### src/rtl/rtc_pkg.sv
package rtc_pkg;
  localparam logic [7:0] A_SEC   = 8'h01;
  localparam logic [7:0] A_MIN   = 8'h02;
  localparam logic [7:0] A_HOUR  = 8'h03;
  localparam logic [7:0] A_WDAY  = 8'h04;
  localparam logic [7:0] A_DATE  = 8'h05;
  localparam logic [7:0] A_MON   = 8'h06;
  localparam logic [7:0] A_YEAR  = 8'h07;
  localparam logic [7:0] A_AMIN  = 8'h08;
  localparam logic [7:0] A_AHOUR = 8'h09;
  localparam logic [7:0] A_ADATE = 8'h0A;
  localparam logic [7:0] A_STAT  = 8'h0D;
  localparam logic [7:0] A_CTRL  = 8'h11;

  localparam int ST_LV  = 0;
  localparam int ST_POR = 1;
  localparam int ST_AL  = 3;
  localparam int ST_TMR = 4;
  localparam int ST_UPD = 5;
  localparam logic [7:0] ST_MASK  = 8'b0011_1011;
  localparam logic [7:0] ST_RESET = 8'h02;
  localparam int CT_STOP = 0;
  localparam logic [7:0] CT_MASK  = 8'b0011_1001;

  typedef struct packed {
    logic [7:0] year;
    logic [4:0] mon;
    logic [5:0] date;
    logic [2:0] wday;
    logic [5:0] hour;
    logic [6:0] min;
    logic [6:0] sec;
  } cal_t;

  localparam cal_t CAL_RESET = '{year: 8'h00, mon: 5'h01, date: 6'h01,
                                 wday: 3'd0, hour: 6'h00, min: 7'h00, sec: 7'h00};

  function automatic logic [7:0] bcd_inc(input logic [7:0] v);
    if (v[3:0] >= 4'd9) return {v[7:4] + 4'd1, 4'd0};
    else                return {v[7:4], v[3:0] + 4'd1};
  endfunction

  // last day of month in BCD
  function automatic logic [5:0] month_len(input logic [4:0] mon, input logic [7:0] yr);
    logic [4:0] yq;
    logic [4:0] mb;
    yq = {3'b000, yr[4], 1'b0} + {1'b0, yr[3:0]};
    mb = mon[4] ? (5'd10 + {1'b0, mon[3:0]}) : {1'b0, mon[3:0]};
    case (mb)
      5'd2:                     return (yq[1:0] == 2'd0) ? 6'h29 : 6'h28;
      5'd4, 5'd6, 5'd9, 5'd11:  return 6'h30;
      default:                  return 6'h31;
    endcase
  endfunction
endpackage

### src/rtl/rtc_calendar.sv
module rtc_calendar
  import rtc_pkg::*;
#(
  parameter int unsigned TICKS_PER_SEC = 8
) (
  input  logic       clk_i,
  input  logic       rst_ni,
  input  logic       tick_i,
  input  logic       stop_i,
  input  logic       time_wr_i,
  input  logic [7:0] addr_i,
  input  logic [7:0] wdata_i,
  output cal_t       cal_o,
  output logic       sec_evt_o,
  output logic       min_evt_o
);
  localparam int unsigned PW = (TICKS_PER_SEC > 1) ? $clog2(TICKS_PER_SEC) : 1;
  localparam logic [PW-1:0] P_LAST = PW'(TICKS_PER_SEC - 1);

  cal_t cal_q, cal_d;
  logic [PW-1:0] presc_q, presc_d;
  logic sec_w, min_w;

  always_comb begin
    cal_d   = cal_q;
    presc_d = presc_q;
    sec_w   = 1'b0;
    min_w   = 1'b0;
    if (time_wr_i) begin
      case (addr_i)
        A_SEC:  begin cal_d.sec = wdata_i[6:0]; presc_d = '0; end
        A_MIN:  cal_d.min  = wdata_i[6:0];
        A_HOUR: cal_d.hour = wdata_i[5:0];
        A_WDAY: cal_d.wday = wdata_i[2:0];
        A_DATE: cal_d.date = wdata_i[5:0];
        A_MON:  cal_d.mon  = wdata_i[4:0];
        A_YEAR: cal_d.year = wdata_i;
        default: ;
      endcase
    end else if (tick_i && !stop_i) begin
      if (presc_q != P_LAST) begin
        presc_d = presc_q + 1'b1;
      end else begin
        presc_d = '0;
        sec_w   = 1'b1;
        if (cal_q.sec < 7'h59) cal_d.sec = 7'(bcd_inc({1'b0, cal_q.sec}));
        else begin
          cal_d.sec = '0;
          min_w     = 1'b1;
          if (cal_q.min < 7'h59) cal_d.min = 7'(bcd_inc({1'b0, cal_q.min}));
          else begin
            cal_d.min = '0;
            if (cal_q.hour < 6'h23) cal_d.hour = 6'(bcd_inc({2'b00, cal_q.hour}));
            else begin
              cal_d.hour = '0;
              cal_d.wday = (cal_q.wday >= 3'd6) ? 3'd0 : cal_q.wday + 3'd1;
              if (cal_q.date < month_len(cal_q.mon, cal_q.year))
                cal_d.date = 6'(bcd_inc({2'b00, cal_q.date}));
              else begin
                cal_d.date = 6'h01;
                if (cal_q.mon < 5'h12) cal_d.mon = 5'(bcd_inc({3'b000, cal_q.mon}));
                else begin
                  cal_d.mon  = 5'h01;
                  cal_d.year = (cal_q.year >= 8'h99) ? 8'h00 : bcd_inc(cal_q.year);
                end
              end
            end
          end
        end
      end
    end
  end

  always_ff @(posedge clk_i or negedge rst_ni) begin
    if (!rst_ni) begin
      cal_q     <= CAL_RESET;
      presc_q   <= '0;
      sec_evt_o <= 1'b0;
      min_evt_o <= 1'b0;
    end else begin
      cal_q     <= cal_d;
      presc_q   <= presc_d;
      sec_evt_o <= sec_w;
      min_evt_o <= min_w;
    end
  end

  assign cal_o = cal_q;

  assert_sec_hold_R2: assert property (@(posedge clk_i) disable iff (!rst_ni)
    (!tick_i && !time_wr_i) |=> $stable(cal_q.sec));
  assert_stop_freeze_R2: assert property (@(posedge clk_i) disable iff (!rst_ni)
    (stop_i && !time_wr_i) |=> $stable(cal_q));
  assert_wday_carry_R3: assert property (@(posedge clk_i) disable iff (!rst_ni)
    !time_wr_i |=> ($stable(cal_q.wday) || $past(cal_q.hour) == 6'h23));
endmodule

### src/rtl/rtc_alarm_irq.sv
module rtc_alarm_irq
  import rtc_pkg::*;
(
  input  logic       clk_i,
  input  logic       rst_ni,
  input  logic       wr_i,
  input  logic       time_wr_i,
  input  logic [7:0] addr_i,
  input  logic [7:0] wdata_i,
  input  cal_t       cal_i,
  input  logic       sec_evt_i,
  input  logic       min_evt_i,
  input  logic       tmr_evt_i,
  input  logic       low_volt_i,
  output logic [6:0] al_min_o,
  output logic [5:0] al_hour_o,
  output logic [5:0] al_date_o,
  output logic [7:0] status_o,
  output logic [7:0] ctrl_o,
  output logic       irq_no
);
  logic [7:0] st_q, st_d, ctrl_q;
  logic [6:0] amin_q;
  logic [5:0] ahour_q, adate_q;
  logic alarm_hit, st_wr;

  assign st_wr = wr_i && (addr_i == A_STAT);
  // cal_i already holds the new minute when min_evt_i is high
  assign alarm_hit = min_evt_i && (cal_i.min == amin_q) &&
                     (cal_i.hour == ahour_q) && (cal_i.date == adate_q);

  always_comb begin
    st_d = st_q;
    if (st_wr)      st_d = st_q & (wdata_i | ~ST_MASK);
    if (time_wr_i) begin
      st_d[ST_LV]  = 1'b0;
      st_d[ST_POR] = 1'b0;
    end
    if (low_volt_i) st_d[ST_LV]  = 1'b1;
    if (sec_evt_i)  st_d[ST_UPD] = 1'b1;
    if (tmr_evt_i)  st_d[ST_TMR] = 1'b1;
    if (alarm_hit)  st_d[ST_AL]  = 1'b1;
    st_d = st_d & ST_MASK;
  end

  always_ff @(posedge clk_i or negedge rst_ni) begin
    if (!rst_ni) begin
      st_q    <= ST_RESET;
      ctrl_q  <= '0;
      amin_q  <= '0;
      ahour_q <= '0;
      adate_q <= '0;
    end else begin
      st_q <= st_d;
      if (wr_i) begin
        case (addr_i)
          A_CTRL:  ctrl_q  <= wdata_i & CT_MASK;
          A_AMIN:  amin_q  <= wdata_i[6:0];
          A_AHOUR: ahour_q <= wdata_i[5:0];
          A_ADATE: adate_q <= wdata_i[5:0];
          default: ;
        endcase
      end
    end
  end

  assign irq_no    = ~|(st_q[ST_UPD:ST_AL] & ctrl_q[ST_UPD:ST_AL]);
  assign status_o  = st_q;
  assign ctrl_o    = ctrl_q;
  assign al_min_o  = amin_q;
  assign al_hour_o = ahour_q;
  assign al_date_o = adate_q;

  assert_irq_source_R11: assert property (@(posedge clk_i) disable iff (!rst_ni)
    !irq_no |-> (ctrl_q[ST_UPD:ST_AL] != 3'b000));
  assert_alarm_on_boundary_R7: assert property (@(posedge clk_i) disable iff (!rst_ni)
    $rose(st_q[ST_AL]) |-> $past(min_evt_i));
  assert_write_one_keeps_R9: assert property (@(posedge clk_i) disable iff (!rst_ni)
    (st_wr && wdata_i[ST_UPD] && st_q[ST_UPD]) |=> st_q[ST_UPD]);
  assert_time_write_clears_R10: assert property (@(posedge clk_i) disable iff (!rst_ni)
    (time_wr_i && !low_volt_i) |=> (st_q[ST_LV] == 1'b0 && st_q[ST_POR] == 1'b0));
endmodule

### src/rtl/rtc_rd_port.sv
module rtc_rd_port
  import rtc_pkg::*;
(
  input  logic       clk_i,
  input  logic       rst_ni,
  input  logic       snap_i,
  input  cal_t       cal_i,
  input  logic [6:0] al_min_i,
  input  logic [5:0] al_hour_i,
  input  logic [5:0] al_date_i,
  input  logic [7:0] status_i,
  input  logic [7:0] ctrl_i,
  input  logic [7:0] addr_i,
  output logic [7:0] rdata_o
);
  cal_t snap_q;

  always_ff @(posedge clk_i or negedge rst_ni) begin
    if (!rst_ni)     snap_q <= CAL_RESET;
    else if (snap_i) snap_q <= cal_i;
  end

  always_comb begin
    case (addr_i)
      A_SEC:   rdata_o = {1'b0, snap_q.sec};
      A_MIN:   rdata_o = {1'b0, snap_q.min};
      A_HOUR:  rdata_o = {2'b00, snap_q.hour};
      A_WDAY:  rdata_o = {5'b0, snap_q.wday};
      A_DATE:  rdata_o = {2'b00, snap_q.date};
      A_MON:   rdata_o = {3'b000, snap_q.mon};
      A_YEAR:  rdata_o = snap_q.year;
      A_AMIN:  rdata_o = {1'b0, al_min_i};
      A_AHOUR: rdata_o = {2'b00, al_hour_i};
      A_ADATE: rdata_o = {2'b00, al_date_i};
      A_STAT:  rdata_o = status_i;
      A_CTRL:  rdata_o = ctrl_i;
      default: rdata_o = 8'h00;
    endcase
  end

  assert_snap_hold_R12: assert property (@(posedge clk_i) disable iff (!rst_ni)
    !snap_i |=> $stable(snap_q));
endmodule

### src/rtl/rtc_bcd_core.sv
module rtc_bcd_core
  import rtc_pkg::*;
#(
  parameter int unsigned TICKS_PER_SEC = 8
) (
  input  logic       clk_i,
  input  logic       rst_ni,
  input  logic       tick_i,
  input  logic       tmr_evt_i,
  input  logic       low_volt_i,
  input  logic       snap_i,
  input  logic       reg_wr_i,
  input  logic [7:0] reg_addr_i,
  input  logic [7:0] reg_wdata_i,
  output logic [7:0] reg_rdata_o,
  output logic       irq_no
);
  cal_t cal;
  logic sec_evt, min_evt, time_wr;
  logic [6:0] al_min;
  logic [5:0] al_hour, al_date;
  logic [7:0] status, ctrl;

  assign time_wr = reg_wr_i && (reg_addr_i >= A_SEC) && (reg_addr_i <= A_YEAR);

  rtc_calendar #(.TICKS_PER_SEC(TICKS_PER_SEC)) u_cal (
    .clk_i     (clk_i),
    .rst_ni    (rst_ni),
    .tick_i    (tick_i),
    .stop_i    (ctrl[CT_STOP]),
    .time_wr_i (time_wr),
    .addr_i    (reg_addr_i),
    .wdata_i   (reg_wdata_i),
    .cal_o     (cal),
    .sec_evt_o (sec_evt),
    .min_evt_o (min_evt)
  );

  rtc_alarm_irq u_flags (
    .clk_i      (clk_i),
    .rst_ni     (rst_ni),
    .wr_i       (reg_wr_i),
    .time_wr_i  (time_wr),
    .addr_i     (reg_addr_i),
    .wdata_i    (reg_wdata_i),
    .cal_i      (cal),
    .sec_evt_i  (sec_evt),
    .min_evt_i  (min_evt),
    .tmr_evt_i  (tmr_evt_i),
    .low_volt_i (low_volt_i),
    .al_min_o   (al_min),
    .al_hour_o  (al_hour),
    .al_date_o  (al_date),
    .status_o   (status),
    .ctrl_o     (ctrl),
    .irq_no     (irq_no)
  );

  rtc_rd_port u_rd (
    .clk_i     (clk_i),
    .rst_ni    (rst_ni),
    .snap_i    (snap_i),
    .cal_i     (cal),
    .al_min_i  (al_min),
    .al_hour_i (al_hour),
    .al_date_i (al_date),
    .status_i  (status),
    .ctrl_i    (ctrl),
    .addr_i    (reg_addr_i),
    .rdata_o   (reg_rdata_o)
  );
endmodule

### config.mk
export PLATFORM = sky130hd
export DESIGN_NAME = rtc_bcd_core
export DESIGN_NICKNAME = d
export VERILOG_FILES = /design/src/rtl/rtc_pkg.sv /design/src/rtl/rtc_calendar.sv /design/src/rtl/rtc_alarm_irq.sv /design/src/rtl/rtc_rd_port.sv /design/src/rtl/rtc_bcd_core.sv
export SDC_FILE = /design/constraint.sdc
export NUM_CORES = 1
export LEC_CHECK = 0
export BUFFER_PORTS_ARGS = -buffer_cell sky130_fd_sc_hd__buf_2
export CAP_MARGIN = 20
export CORE_MARGIN = 2
export CORE_UTILIZATION = 40
export DETAILED_ROUTE_END_ITERATION = 8
export GPL_TIMING_DRIVEN = 0
export HOLD_SLACK_MARGIN = 0.1
export SYNTH_ARGS = -nofsm -noshare
export SYNTH_HDL_FRONTEND = slang
export SYNTH_SLANG_ARGS = --single-unit
### constraint.sdc
create_clock -name clk_i -period 3.38 [get_ports clk_i]
set_input_delay 0.507 -clock clk_i [delete_from_list [all_inputs] [get_ports clk_i]]
set_output_delay 0.507 -clock clk_i [all_outputs]
set_load 0.01 [all_outputs]
==> impl_metrics.csv, run 1 <==
group,metric,value,unit
cells_and_area,fillers,1586,
synth,synthFlopType,"dfrtp_1",
cells_and_area,final_area,8070,sq um
synth,synth.distinct_cells,78,
power_and_ir_drop,power.leakage,3.69,nW
worst_setup_path,max_stage_delay,400,ps
grt,use_met1,33.0,%
worst_setup_path,setup.worst_path.end_class,"flop",
die,die_y,135,microns
cts,cts-root-buf,"clkbuf_16",
grt,grt_pass1_wl,33.7,mm
power_and_ir_drop,combPwrFrac,12.3,%
sta,period_share,95.3,%
min_path,min_to,"u_flags.status_o[4]",
worst_setup_path,cpLargestDelayFamily,"compound AO/OA/AOI/OAI gates",
grt,grt_overflow_total,0,
worst_setup_path,crit_type,"reg2reg",
power_and_ir_drop,power.density,511,nW/um^2
routing,drtAntennaViolNets,0,
sta,finalClockSkew,7.88,ps
min_path,whs_path_depth,2,
outcome,outcome,"completed",
synth,synth_nets,725,
worst_setup_path,r2r-end,"u_cal.cal_o[39]",
cts,cts.reportedPaths.clkPinSlew,50,ps
synth,netlist_instances,670,
sta,drv_slew,0,
grt,antenna_found_initial,0,
place,pre_cts_slack,-370,ps
place,dpl_cell_area,7370,sq um
grt,grt_use_total,24.9,%
sta,max_freq,311,MHz
power_and_ir_drop,p_clk_share,46.7,%
power_and_ir_drop,p_switching,0.00109,W
min_path,hold_path.class,"in2reg",
synth,seq_area_frac_synth,42.5,%
die,start_util,40.4,%
sta,hold_violations,0,
cts,clock-sinks,117,
die,row_count,48,
worst_setup_path,required,3690,ps
run,max_cap_viol_count,0,
synth,syn_area_per_cell,10.3,sq um
power_and_ir_drop,vdd_drop_max,0.000358,V
min_path,hp-start,"tmr_evt_i",
worst_setup_path,startpoint_type,"flop",
routing,first_pass_iters,7,
routing,viasPerCell,5.96,
cells_and_area,area_growth,16.8,%
sta,hold-worst-slack,265,ps
routing,wl_per_cell,22.6,microns
power_and_ir_drop,pwr-share-seq,40.9,%
worst_setup_path,arrival,3530,ps
cells_and_area,antenna_cells,0,
routing,drc,0,
routing,wl,21.8,mm
worst_setup_path,cp_num_buf_inv,2,
cts,clk_path_buf_depth,2,
grt,first_global_vias,5681,
power_and_ir_drop,intPower,0.00303,W
die,io_pins,32,
sta,fin_ws,160,ps
synth,async_flop_share,100,%
grt,top_usage_layer,"met2",
synth,synth_edf_count,0,
worst_setup_path,reg2reg_slack,160,ps
sta,tightestPinTransition,809,ps
cts,cts_buffers,17,
power_and_ir_drop,p_sw_share,26.4,%
die,die-area,18300,sq um
worst_setup_path,r2r_start,"u_cal.cal_o[30]",
place,dp_hpwl,15.9,mm
cts,clk_latency,430,ps
grt,grt_max_degree,83,
worst_setup_path,path_max_fanout,6,
synth,netlist_area,6910,sq um
grt,gr-usage-met3,5.39,%
worst_setup_path,ff2ff_path_depth,12,
worst_setup_path,slowest_stage,"dfrtp_2",
routing,drtIter0Drc,592,
synth,synth-seq-cells,117,
cts,htree_levels,4,
cells_and_area,nets,781,
die,dieWidth,135,microns
sta,setup_viol,0,
sta,relSlewSlack,46.0,%
place,numPortBuffers,28,
worst_setup_path,worstPathCellList,"inv_1 -> ha_1 -> nor4bb_1 -> o21ai_1 -> ha_1 -> a21oi_1 -> a2bb2oi_1 -> o211ai_1 -> buf_4 -> o211a_4 -> o21a_4 -> mux2_1",
cells_and_area,drive_above_1_share,24.0,%
routing,dr_total_vias,5750,
die,coreArea,17100,sq um
synth,yosys_warnings,0,
cts,cts_tree,"done",
place,place_congestion,0.946,
grt,grtUsageMet2,39.4,%
sta,fin_crit,3220,ps
worst_setup_path,path_common_cell,"ha_1",
Yosys cell counts (7+ instances only):
cell type | n | area, sq um
nand2b_1 | 10 | 62.6
o21ai_0 | 36 | 180
inv_1 | 36 | 135
nor3_1 | 9 | 45.0
xnor2_1 | 7 | 61.3
ha_1 | 32 | 400
nor2_1 | 38 | 143
and2_1 | 9 | 56.3
o31ai_1 | 9 | 67.6
dfrtp_1 | 112 | 2800
mux2_2 | 71 | 800
o211ai_1 | 10 | 75.1
mux2i_1 | 15 | 150
o22ai_1 | 8 | 50.1
nand3_1 | 24 | 120
xor2_1 | 13 | 114
a21oi_1 | 23 | 115
a22o_1 | 8 | 70.1
a22oi_1 | 7 | 52.6
nand2_1 | 40 | 150
a31oi_1 | 13 | 81.3
buf_2 | 10 | 50.1
clkbuf_1 | 13 | 48.8
power groups by stage:
stage          clock (W)  combinational, W  sequential, W
2_1_floorplan          0          0.000355        0.00165
3_3_place_gp           0          0.000480        0.00170
3_5_place_dp           0          0.000508        0.00170
4_1_cts          0.00194          0.000510        0.00168
5_1_grt          0.00200          0.000568        0.00171
6_report         0.00193          0.000509        0.00169
metal layers:
metal | wire length, microns | vias up
li1 | - | 2598
met1 | 9480 | 2898
met2 | 10200 | 209
met3 | 1370 | 45
met4 | 770 | 0
met5 | 0 | -
state kept, by name (all words and copies together) (netlist names):
register and cells:
u_flags.al_date_o 6, u_flags.status_o 5, u_flags.ctrl_o 4, u_cal.cal_o 42, u_flags.al_min_o 7, u_flags.al_hour_o 6
u_rd.snap_q 42, u_cal.presc_q 3, u_cal.min_evt_o 1, u_cal.sec_evt_o 1
cell usage in the layout (no fill, tap or decap), types with 5 or more instances in the layout:
cell type	n
mux2i_1	15
buf_2	37
ha_1	32
nor2b_1	5
nand3b_1	5
clkbuf_16	17
nor4_1	5
nand3_1	24
o21a_1	5
a21oi_1	23
a22o_1	8
o21ai_0	36
a22oi_1	7
dfstp_2	5
nor2_1	38
a31oi_1	13
buf_4	10
nand2b_1	10
clkinv_2	5
mux2_2	71
nor3_1	9
nand2_1	40
xor2_1	13
o22ai_1	8
and2_1	9
o31ai_1	8
inv_1	36
clkbuf_1	15
xnor2_1	7
o211ai_1	10
dfrtp_1	110
area by class of cell:
type                       count  area (sq um)  area share (%)
inverter                      36           135            1.67
sequential                   117          2940            36.4
clock buffer                  22           464            5.75
multi-input combinational    490          3730            46.2
buffer                        26           125            1.55
timing repair buffer          38           244            3.02
clock inverter                10           153            1.89
tap                          225           282            3.49
worst max-delay path by stage:
stage	startpoint	endpoint	slack, ps	cells after the start
floorplan	u_cal.cal_o[30]	u_cal.cal_o[34]	360	11
global placement	u_cal.cal_o[30]	u_cal.cal_o[34]	-330	11
detailed placement	u_cal.cal_o[30]	u_cal.cal_o[34]	-370	11
CTS	u_cal.cal_o[31]	u_cal.cal_o[26]	10	13
global route	u_cal.cal_o[31]	u_cal.cal_o[34]	-20	11
finish	u_cal.cal_o[30]	u_cal.cal_o[39]	160	12
cells by family after synthesis:
family                     count (synthesis)  share of synthesized area, %
and+or+nand+nor                          179                          14.1
AOI/OAI and AO/OA                        172                          17.4
DFF                                      117                          42.5
muxes                                     87                          13.9
buffers and inverters                     63                          3.82
adders and majority gates                 32                          5.79
xor gates and xnor gates                  20                          2.53
worst reg2reg max path, delay by kind of cell (launching register included):
family                     cells  cell delay, ps
buffers and inverters          2             320
DFF                            1             400
and+or+nand+nor                1             310
AOI/OAI and AO/OA              6            1170
adders and majority gates      2             590
muxes                          1             300
repair_timing:
item                                   CTS  global route
setup buffers                            5             3
pin swaps                                3             4
endpoints found under the hold margin   32             0
setup endpoints to repair               13            13
gates resized for setup                  4             4
hold buffers                             1             0
through the flow:
step | cells | TNS (ps) | power, W | utilization (%)
floorplan | 670 | 0 | 0.00201 | -
global placement | 923 | -795 | 0.00218 | 42.8
detailed placement | 924 | -1720 | 0.00221 | 43.0
CTS | 962 | 0 | 0.00413 | 47.0
global route | 964 | -34.3 | 0.00427 | 47.2
finish | 964 | 0 | 0.00412 | 47.2
No activity file was read; power rests on OpenSTA's default activity.
==> run 2, diff against run 1 <==
ABC_AREA = 1   (was default)
==> impl_metrics.csv, run 2 <==
group,metric,value,unit
synth,seq_area_frac_synth,42.6,%
synth,synth_compound_area_share,16.1,%
synth,yosys-top-cells-area,"dfrtp_1 (41%), nand2_1 (12%), o21ai_0 (7.8%), inv_1 (7.5%), ha_1 (5.8%)",
worst_setup_path,crit_type,"reg2reg",
worst_setup_path,path_max_fanout,9,
place,dp_hpwl,15.5,mm
die,row_count,47,
run,max_cap_viol_count,0,
synth,synth-seq-cells,117,
synth,syn_area_per_cell,7.66,sq um
cts,cts_buffers,17,
place,numPortBuffers,30,
synth,synthXorXnorAreaFrac,2.80,%
die,dieWidth,135,microns
sta,max_freq,348,MHz
power_and_ir_drop,vdd_drop_max,0.000381,V
sta,finalSetupTns,0,ps
grt,antenna_found_initial,0,
cells_and_area,nets,1004,
min_path,hold_path.class,"in2reg",
routing,drtAntennaViolNets,0,
routing,wl,21.0,mm
synth,synth_top_family_by_area,"simple AND/OR/NAND/NOR gates",
power_and_ir_drop,power.leakage,3.80,nW
grt,grt_pass1_wl,33.2,mm
cells_and_area,layout.area.seq,2930,sq um
worst_setup_path,arrival,3190,ps
worst_setup_path,cpLargestDelayFamily,"simple AND/OR/NAND/NOR gates",
worst_setup_path,path_common_cell,"nand2_1",
synth,synth_fa_ha_area_share,5.82,%
synth,synthFlopType,"dfrtp_1",
grt,grt_use_total,24.5,%
synth,post-synth-top-count-cell,"nand2_1",
worst_setup_path,max_stage_delay,340,ps
cells_and_area,multiInputGateArea,3300,sq um
place,place_congestion,0.932,
synth,yosys-top-cells-count,"nand2_1 (211), inv_1 (137), dfrtp_1 (112)",
sta,relSlewSlack,56.1,%
sta,finalClockSkew,6.93,ps
die,die_y,135,microns
cts,cts-root-buf,"clkbuf_16",
synth,synth_mux_area_share,0.164,%
synth,synth_nets,953,
synth,async_flop_share,100,%
synth,netlist_area,6880,sq um
sta,tightestPinTransition,658,ps
routing,wl_per_cell,17.8,microns
cells_and_area,layout_commonest_cell,"nand2_1",
cts,clk_path_buf_depth,2,
power_and_ir_drop,power.density,568,nW/um^2
synth,yosys.area_share.simple,23.0,%
worst_setup_path,setup.worst_path.end_class,"flop",
synth,netlist_instances,898,
synth,yosys_warnings,0,
worst_setup_path,startpoint_type,"flop",
cts,clk_latency,430,ps
synth,synth_edf_count,0,
synth,yosys.area.top_type,"dfrtp_1",
sta,fin_crit,2870,ps
routing,dr_total_vias,6225,
cells_and_area,drive_above_1_share,11.6,%
outcome,outcome,"completed",
cells_and_area,fillers,1710,
synth,synth.distinct_cells,48,
sta,grt_setup_unrepaired,"false",
cts,cts_tree,"done",
worst_setup_path,worstPathCellList,"clkbuf_1 -> inv_1 -> ha_1 -> nand2_1 -> nand2_1 -> nor2_1 -> nand3_1 -> ha_1 -> a21oi_1 -> o21ai_1 -> nor2_4 -> nand2_4 -> nand2_2 -> nand2_1 -> o21ai_1 -> inv_1",
synth,synth_top_area_share,40.7,%
worst_setup_path,required,3700,ps
die,die-area,18300,sq um
cells_and_area,antenna_cells,0,
sta,hold_violations,0,
routing,drc,0,
worst_setup_path,cp_num_buf_inv,3,
cts,clock-sinks,117,
sta,drv_slew,0,
die,coreArea,16700,sq um
cells_and_area,final_cell_mix,"nand2_1 (211), inv_1 (137), dfrtp_1 (112)",
cts,cts.reportedPaths.clkPinSlew,50,ps
cells_and_area,post-route-util,47.6,%
die,io_pins,32,
die,start_util,41.2,%
routing,first_pass_iters,5,
routing,viasPerCell,5.28,
cts,htree_levels,4,
routing,drtIter0Drc,622,
grt,first_global_vias,5931,
grt,grt_overflow_total,0,
sta,period_share,85.0,%
cells_and_area,area_growth,15.4,%
grt,grt_max_degree,92,
worst_setup_path,slowest_stage,"dfrtp_1",
sta,setup_viol,0,
cts,post_cts_buffers,0,
-- run 2: cell types whose count changed after synthesis, sizes merged, moves of 9 or more --
cell	before	now
a31oi	14	5
inv	36	146
mux2	72	1
mux2i	15	0
nand2	40	217
nand2b	10	0
nand3	24	49
nand4	3	12
nor2	38	74
o211ai	10	0
o21ai	41	126
o22ai	8	25
o31ai	9	0
-- run 2: power by group --
group          switching [W]  internal (W)
sequential          0.000186       0.00160
combinational       0.000562      0.000322
clock               0.000658       0.00118
total                0.00141       0.00311
-- run 2: logic make-up after synthesis --
kind of cell             after synthesis
AO/OA/AOI/OAI                        199
XOR/XNOR                              22
adder cells (fa/ha/maj)               32
buffers and inverters                166
flip-flops                           117
multiplexers                           1
AND/OR/NAND/NOR                      361
-- run 2: repair_timing --
item,CTS,global route
hold buffers,1,0
endpoints found under the hold margin,26,0
resized for setup,0,0
-- run 2: worst register-to-register path: stages, from the launching register on --
cell,delay [ps]
dfrtp_1,340
clkbuf_1,290
inv_1,110
ha_1,280
nand2_1,80
nand2_1,70
nor2_1,150
nand3_1,110
ha_1,300
a21oi_1,150
o21ai_1,100
nor2_4,240
nand2_4,140
nand2_2,170
nand2_1,80
o21ai_1,80
inv_1,50
-- run 2: worst paths after layout --
path / from / endpoint / slack, ps / depth (start not counted)
worst min-delay path: low_volt_i / u_flags.status_o[0] / 280 / 2
max in group asynchronous: rst_ni / u_cal.cal_o[29] / 2070 / 3
worst min register to register: u_cal.sec_evt_o / u_flags.status_o[5] / 430 / 2
worst max-delay path: u_cal.cal_o[31] / u_cal.cal_o[32] / 510 / 16
worst max register to register: u_cal.cal_o[31] / u_cal.cal_o[32] / 510 / 16
min in group asynchronous: rst_ni / u_rd.snap_q[20] / 510 / 2
-- run 2: cell type report --
cell class	count	share of cell area [%]
buffer	19	1.23
clock buffer	21	5.80
clock inverter	9	1.62
inverter	147	6.96
multi-input combinational	615	41.5
sequential	117	36.9
tap	220	3.47
timing repair buffer	32	2.44
-- run 2: stage by stage --
step / instance area, sq um / hold slack [ps] / std cells / worst slack [ps] / power, W
2_1_floorplan: 6880 / 211 / 898 / 900 / 0.00239
3_3_place_gp: 7310 / 417 / 1148 / 202 / 0.00266
3_5_place_dp: 7340 / 394 / 1149 / 525 / 0.00268
4_1_cts: 7940 / 264 / 1180 / 499 / 0.00453
5_1_grt: 7940 / 273 / 1180 / 227 / 0.00475
6_report: 7940 / 276 / 1180 / 508 / 0.00451
-- run 2: metal layers --
metal  vias to the layer above  global-route usage (%)  part of all wire [%]
met3                        30                    5.87                   5.6
met5                         -                       0                     0
met4                         0                    7.58                   2.4
met1                      2988                    33.0                    46
li1                       3011                       -                     -
met2                       196                    39.3                    46
